## src/rtl/i2s_aes_encoder.sv

```systemverilog
module i2s_aes_encoder #(
  parameter int LINES = 4,
  parameter int BLOCK = 192
) (
  input  logic               clk,
  input  logic               rst,
  input  logic               sclk,
  input  logic               lrclk,
  input  logic [LINES-1:0]   sdata,
  input  logic               wide_mode,
  input  logic               valid_cfg,
  input  logic               route_wr,
  input  logic [3*LINES-1:0] route_in,
  input  logic               cs_latch,
  input  logic [BLOCK-1:0]   cs_prog,
  output logic [31:0]        m_data,
  output logic [2:0]         m_chan,
  output logic               m_valid,
  input  logic               m_ready,
  output logic               blk_done,
  output logic               ovf
);
  localparam int PAIRS = 4;
  localparam int CHANS = 2 * PAIRS;
  localparam int CW    = $clog2(CHANS);
  localparam int FW    = $clog2(BLOCK);
  localparam int SW    = 24;

  function automatic logic [SW-1:0] place(input logic [SW-1:0] x, input logic w);
    return w ? x : {x[15:0], 8'h00};
  endfunction

  logic                      sclk_q, lr_q;
  logic [4:0]                cnt_q;
  logic [LINES-1:0][SW-1:0]  shreg_q, left_q;
  logic [LINES-1:0][2:0]     route_q;
  logic [BLOCK-1:0]          cs_act_q;
  logic [FW-1:0]             fidx_q;
  logic [CHANS-1:0][SW-1:0]  buf_q;
  logic [CHANS-1:0]          pend_q;
  logic                      first_q, cbit_q, vbit_q;

  wire       rise    = sclk & ~sclk_q;
  wire       edge_lr = rise & (lrclk ^ lr_q);
  wire       grab    = edge_lr & lr_q;
  wire [4:0] wlen    = wide_mode ? 5'd24 : 5'd16;
  wire       last_f  = (fidx_q == FW'(BLOCK-1));

  always_ff @(posedge clk) begin
    if (rst) begin
      sclk_q <= 1'b0;
      lr_q   <= 1'b0;
      cnt_q  <= '0;
    end else begin
      sclk_q <= sclk;
      if (rise) begin
        lr_q <= lrclk;
        if (edge_lr)           cnt_q <= 5'd1;
        else if (cnt_q < wlen) cnt_q <= cnt_q + 5'd1;
      end
    end
  end

  for (genvar l = 0; l < LINES; l++) begin : g_line
    always_ff @(posedge clk) begin
      if (rst) begin
        shreg_q[l] <= '0;
        left_q[l]  <= '0;
        route_q[l] <= 3'(l + 1);
      end else begin
        if (rise) begin
          if (edge_lr)           shreg_q[l] <= {{(SW-1){1'b0}}, sdata[l]};
          else if (cnt_q < wlen) shreg_q[l] <= {shreg_q[l][SW-2:0], sdata[l]};
          if (edge_lr && !lr_q)  left_q[l]  <= shreg_q[l];
        end
        if (route_wr) route_q[l] <= route_in[3*l +: 3];
      end
    end
  end

  logic [CHANS-1:0][SW-1:0] fr_data;
  logic [CHANS-1:0]         fr_en;
  always_comb begin
    fr_data = '0;
    fr_en   = '0;
    for (int p = 0; p < PAIRS; p++) begin
      for (int l = LINES - 1; l >= 0; l--) begin
        if (route_q[l] == 3'(p + 1)) begin
          fr_en[2*p]     = 1'b1;
          fr_en[2*p+1]   = 1'b1;
          fr_data[2*p]   = place(left_q[l], wide_mode);
          fr_data[2*p+1] = place(shreg_q[l], wide_mode);
        end
      end
    end
  end

  logic [CW-1:0] sel;
  always_comb begin
    sel = '0;
    for (int i = CHANS - 1; i >= 0; i--)
      if (pend_q[i]) sel = CW'(i);
  end

  wire             acc        = m_valid & m_ready;
  wire [CHANS-1:0] left_after = pend_q & ~(CHANS'(acc) << sel);
  wire             busy       = |left_after;

  always_ff @(posedge clk) begin
    if (rst) begin
      pend_q   <= '0;
      buf_q    <= '0;
      fidx_q   <= '0;
      first_q  <= 1'b0;
      cbit_q   <= 1'b0;
      vbit_q   <= 1'b0;
      blk_done <= 1'b0;
      ovf      <= 1'b0;
      cs_act_q <= '0;
    end else begin
      blk_done <= 1'b0;
      ovf      <= 1'b0;
      pend_q   <= left_after;
      if (cs_latch) cs_act_q <= cs_prog;
      if (grab) begin
        fidx_q   <= last_f ? '0 : fidx_q + FW'(1);
        blk_done <= last_f;
        if (busy) begin
          ovf <= 1'b1;
        end else begin
          pend_q  <= fr_en;
          buf_q   <= fr_data;
          first_q <= (fidx_q == '0);
          cbit_q  <= cs_act_q[fidx_q];
          vbit_q  <= valid_cfg;
        end
      end
    end
  end

  wire [3:0]  pre  = sel[0] ? 4'b0011 : (first_q && sel == '0) ? 4'b0001 : 4'b0010;
  wire [26:0] body = {cbit_q, 1'b0, vbit_q, buf_q[sel]};

  assign m_valid = |pend_q;
  assign m_chan  = sel;
  assign m_data  = {^body, body, pre};

  a_r9_hold_word: assert property (@(posedge clk) disable iff (rst)
    m_valid && !m_ready |=> m_valid && $stable(m_data) && $stable(m_chan));
  a_r9_ovf_busy: assert property (@(posedge clk) disable iff (rst)
    ovf |-> m_valid);
  a_r8_even_parity: assert property (@(posedge clk) disable iff (rst)
    m_valid |-> (^m_data[31:4]) == 1'b0);
  a_r6_user_zero: assert property (@(posedge clk) disable iff (rst)
    m_valid |-> !m_data[29]);
  a_r4_odd_preamble: assert property (@(posedge clk) disable iff (rst)
    m_valid && m_chan[0] |-> m_data[3:0] == 4'b0011);
  a_r10_single_pulse: assert property (@(posedge clk) disable iff (rst)
    blk_done |=> !blk_done);
endmodule

```

## config.mk

```make
export PLATFORM = sky130hd
export DESIGN_NAME = i2s_aes_encoder
export DESIGN_NICKNAME = d
export VERILOG_FILES = /design/src/rtl/i2s_aes_encoder.sv
export SDC_FILE = /design/constraint.sdc
export NUM_CORES = 2
export LEC_CHECK = 0
export CELL_PAD_IN_SITES_DETAIL_PLACEMENT = 0
export CELL_PAD_IN_SITES_GLOBAL_PLACEMENT = 1
export CORE_AREA = 5 5 270 272
export CTS_BUF_LIST = sky130_fd_sc_hd__clkbuf_4
export DETAILED_ROUTE_END_ITERATION = 6
export DIE_AREA = 0 0 275 277
export GPL_TIMING_DRIVEN = 0
export PLACE_DENSITY_LB_ADDON = 0.3
export RECOVER_POWER = 50
export SKIP_CTS_REPAIR_TIMING = 1
export SLEW_MARGIN = 15
export SYNTH_ARGS = -nofsm -noshare
export SYNTH_HDL_FRONTEND = slang
export SYNTH_SLANG_ARGS = --single-unit
```

## constraint.sdc

```tcl
create_clock -name clk -period 4.8 [get_ports clk]
set_input_delay 0.96 -clock clk [delete_from_list [all_inputs] [get_ports clk]]
set_output_delay 0.96 -clock clk [all_outputs]
set_load 0.02 [all_outputs]
```

==> out/summary.txt <==
Critical-path top delay cell: or4_4
port bufs: 248
drc violations: 9
Yosys reg bits: 616
global-route wire length before repair: 208200 um
Req. time, crit path: 3.84 ns
wire per inst: 27.31 um
ANT nets after route: 0
Reg clk slew, reported paths: 0.07 ns
post-synth top area share: 38.62%
Die ar.: 76180 um^2
Worst Slack Setup Final: -0.6093 ns
final hold viol count: 0
Top FF cell, synth: dfxtp_1
width of the die: 275 um
area leader, netlist: dfxtp_1
Largest delay share family, worst path: XOR/XNOR gates
Filler cells: 6798
gr usage total: 36.67%
cells along the critical path: or4_4 > or4_4 > buf_6 > a211oi_2 > nor4_2 > xnor2_2 > xnor3_2 > xnor3_2 > xnor3_1 > clkbuf_2
critical path peak fanout: 10
Buf/Inv on CP: 2
RSZ-0062 raised after global routing: true
DP HPWL: 115900 um
type of the worst setup path: register to output port
failing checks: design-rule violations, max-capacitance violations, max-slew violations, negative setup slack
Post-synth EDFFs: 0
Slew Limit Fails: 7
internal reg-to-reg setup slack: 0.53 ns
CP endpoint: m_data[31]
WP depth: 10
register area: 12340 um^2
Synth cell types: 66
P&R area growth vs syn: 18.96%
max-cap violations: 1
slowest cell delay on critical path: 0.56 ns
pin slew with the least headroom to its limit: 1.646 ns
Static Leakage: 13.88 nW
clock sinks: 616
DR vias/cell: 6.091
CTS Buf Count: 165
reg-to-reg critical path startpoint: fidx_q[1]$_SDFFE_PP0P_
TritonCTS clock tree: done
Post-Syn Instances: 3818
Reg2Reg Depth: 11
IO Count: 255
initial antenna violation count: 15
final non-filler cell total: 5306
GR Overflow Total: 0
final wirelength: 144900 um
fmax: 184.9 MHz
overall via count from detail_route: 32320
multi-input logic area: 18070 um^2
CP endpoint kind: output port
worst reg2reg endpoint: cbit_q$_SDFFE_PP0P_
fin crit share: 112.7%
sequential area share after synthesis: 38.62%
Cells after DPL: 5020
status: finished, violations left
clock latency on the worst-skew pair: 1.02 ns
number of DRC markers in iteration 0: 3522
fin util: 53.87%
async set-reset flop share out of synthesis: 0%
Design Area, Final: 37980 um^2
Core Region: 70510 um^2
Placed Area: 35650 um^2
die boundary height: 277 um
# setup viols final: 3
startpoint types: register
largest net degree at the start of global routing: 17
CTS Buffer Depth: 3
PD cells: 308.2 nW/um^2
1st-pass router iterations: 7
ranking of synthesized cells by area: dfxtp_1, a211oi_1, mux2i_1
CP arrival: 4.45 ns
RePlAce Congestion: 1.110
worst rel slew slack: -9.953%
Final Net Count: 4461
layout cells sized above 1: 12.32%
H-tree Lvls: 4
Root Buffer: clkbuf_4
Rows: 98
Worst Hold Class: register to register
cell area after synthesis: 31930 um^2
Peak supply drop: 210.2 uV
Starting Density: 45.29%
Synth Area per Inst: 8.363 um^2
fin crit period: 5.409 ns
clock skew: 0.06681 ns
crit path from: pend_q[3]$_SDFF_PP0_
Syn. warnings: 0
vias in the first global route: 30900
==> metal layers <==
metal | up-vias | share of wire [%] | global-route usage [%]
li1 | 14880 | - | -
met1 | 15260 | 40 | 46.85
met2 | 1708 | 44 | 56.31
met3 | 460 | 8.8 | 8.933
met4 | 14 | 6.9 | 21.35
met5 | - | 0.064 | 0
==> synth_stat cells, types with 9 or more instances <==
library cell	count
a211oi_1	383
o22ai_1	9
buf_1	43
mux4_2	48
buf_2	38
mux2_2	98
nor2_1	480
nand2_1	424
and2_1	12
a221oi_1	29
xnor2_1	15
o211ai_1	11
a22oi_1	140
a221o_1	32
o21ai_0	117
dfxtp_1	616
nor3b_1	9
nor2b_1	12
buf_4	10
mux2i_1	250
clkbuf_1	312
and3_1	138
a21oi_1	362
nand3_1	98
nor4_1	10
==> registers in the layout (all words and copies together), names as in the netlist <==
register,flops
left_q,96
cnt_q,5
shreg_q,96
ovf,1
buf_q,192
pend_q,8
cs_act_q,192
first_q,1
cbit_q,1
route_q,12
vbit_q,1
blk_done,1
sclk_q,1
fidx_q,8
lr_q,1
==> worst register-to-register path, delay by kind of cell (launching register included) <==
| kind | cells | cell delay, ns |
|---|---|---|
| buf+inv | 3 | 1.64 |
| simple gates | 1 | 0.14 |
| mux | 1 | 0.42 |
| flops | 1 | 0.37 |
| compound gates | 6 | 1.58 |
==> per-stage QoR <==
| step | hold slack [ns] | setup TNS [ns] | worst slack, ns | total power [mW] |
|---|---|---|---|---|
| 6_report | 0.4487 | -1.061 | -0.6093 | 11.71 |
| 5_1_grt | 0.4572 | -1.705 | -0.7323 | 12.15 |
| 4_1_cts | 0.4000 | -10.04 | -1.750 | 11.72 |
| 3_5_place_dp | 0.4401 | -0.8409 | -0.6558 | 7.049 |
| 3_3_place_gp | 0.4348 | -0.8223 | -0.6853 | 7.038 |
| 2_1_floorplan | 0.4275 | 0 | 0.5584 | 6.337 |
==> layout make-up <==
type / count / area share, %
buffer: 411 / 4.536
multi-input combinational: 2786 / 47.58
sequential: 616 / 32.49
clock buffer: 237 / 4.684
antenna: 5 / 0.03294
clock inverter: 40 / 0.7708
tap: 950 / 3.129
inverter: 6 / 0.06588
timing repair buffer: 255 / 6.720
==> cells in the final DEF (no fill, tap or decap), types with 9 or more instances in the layout <==
cell type          n
dfxtp_1          610
nor2_1           479
nand2_1          424
a211oi_1         375
a21oi_1          362
clkbuf_1         324
mux2i_1          250
clkbuf_4         241
clkdlybuf4s50_1  236
a22oi_1          140
and3_1           138
o21ai_0          116
nand3_1           98
mux2_2            98
mux4_2            48
buf_2             34
a221o_1           32
a221oi_1          29
clkinv_1          21
buf_1             20
buf_4             16
xnor2_1           14
clkbuf_2          12
and2_1            12
a211oi_2          12
nor2b_1           11
o211ai_1          11
nor4_2            10
o22ai_1            9
dlymetal6s2s_1     9
==> logic make-up (layout without fill, tap and decap cells) <==
kind of cell	after synthesis	after routing	share of synthesized area, %
buffers and inverters	418	949	5.361
DFF	616	616	38.62
AOI/OAI and AO/OA	1130	1130	23.30
and+or+nand+nor	1225	1225	16.82
xor gates and xnor gates	28	28	1.050
muxes	397	397	14.71
other	1	8	0.01174
adders and majority gates	3	3	0.1176
==> how the worst min path moves through the flow <==
stage / slack (ns) / start / endpoint / depth (start not counted)
floorplan: 0.43 / buf_q[0]$_SDFFE_PP0P_ / buf_q[0]$_SDFFE_PP0P_ / 2
global placement: 0.43 / buf_q[96]$_SDFFE_PP0P_ / buf_q[96]$_SDFFE_PP0P_ / 2
detailed placement: 0.44 / buf_q[51]$_SDFFE_PP0P_ / buf_q[51]$_SDFFE_PP0P_ / 2
CTS: 0.40 / route_wr / route_q[8]$_SDFFE_PP0P_ / 3
global route: 0.46 / sdata[1] / shreg_q[24]$_SDFFE_PP0P_ / 3
finish: 0.45 / buf_q[149]$_SDFFE_PP0P_ / buf_q[149]$_SDFFE_PP0P_ / 2
==> power breakdown <==
part	total (mW)	leakage [nW]	internal (mW)	switching, mW
Combinational	1.65	7.64	0.632	1.02
Clock	4.72	1.23	2.40	2.33
Sequential	5.34	5.01	5.24	0.0912
Total	11.7	13.9	8.27	3.44
Power figures use the tool's default switching activity.
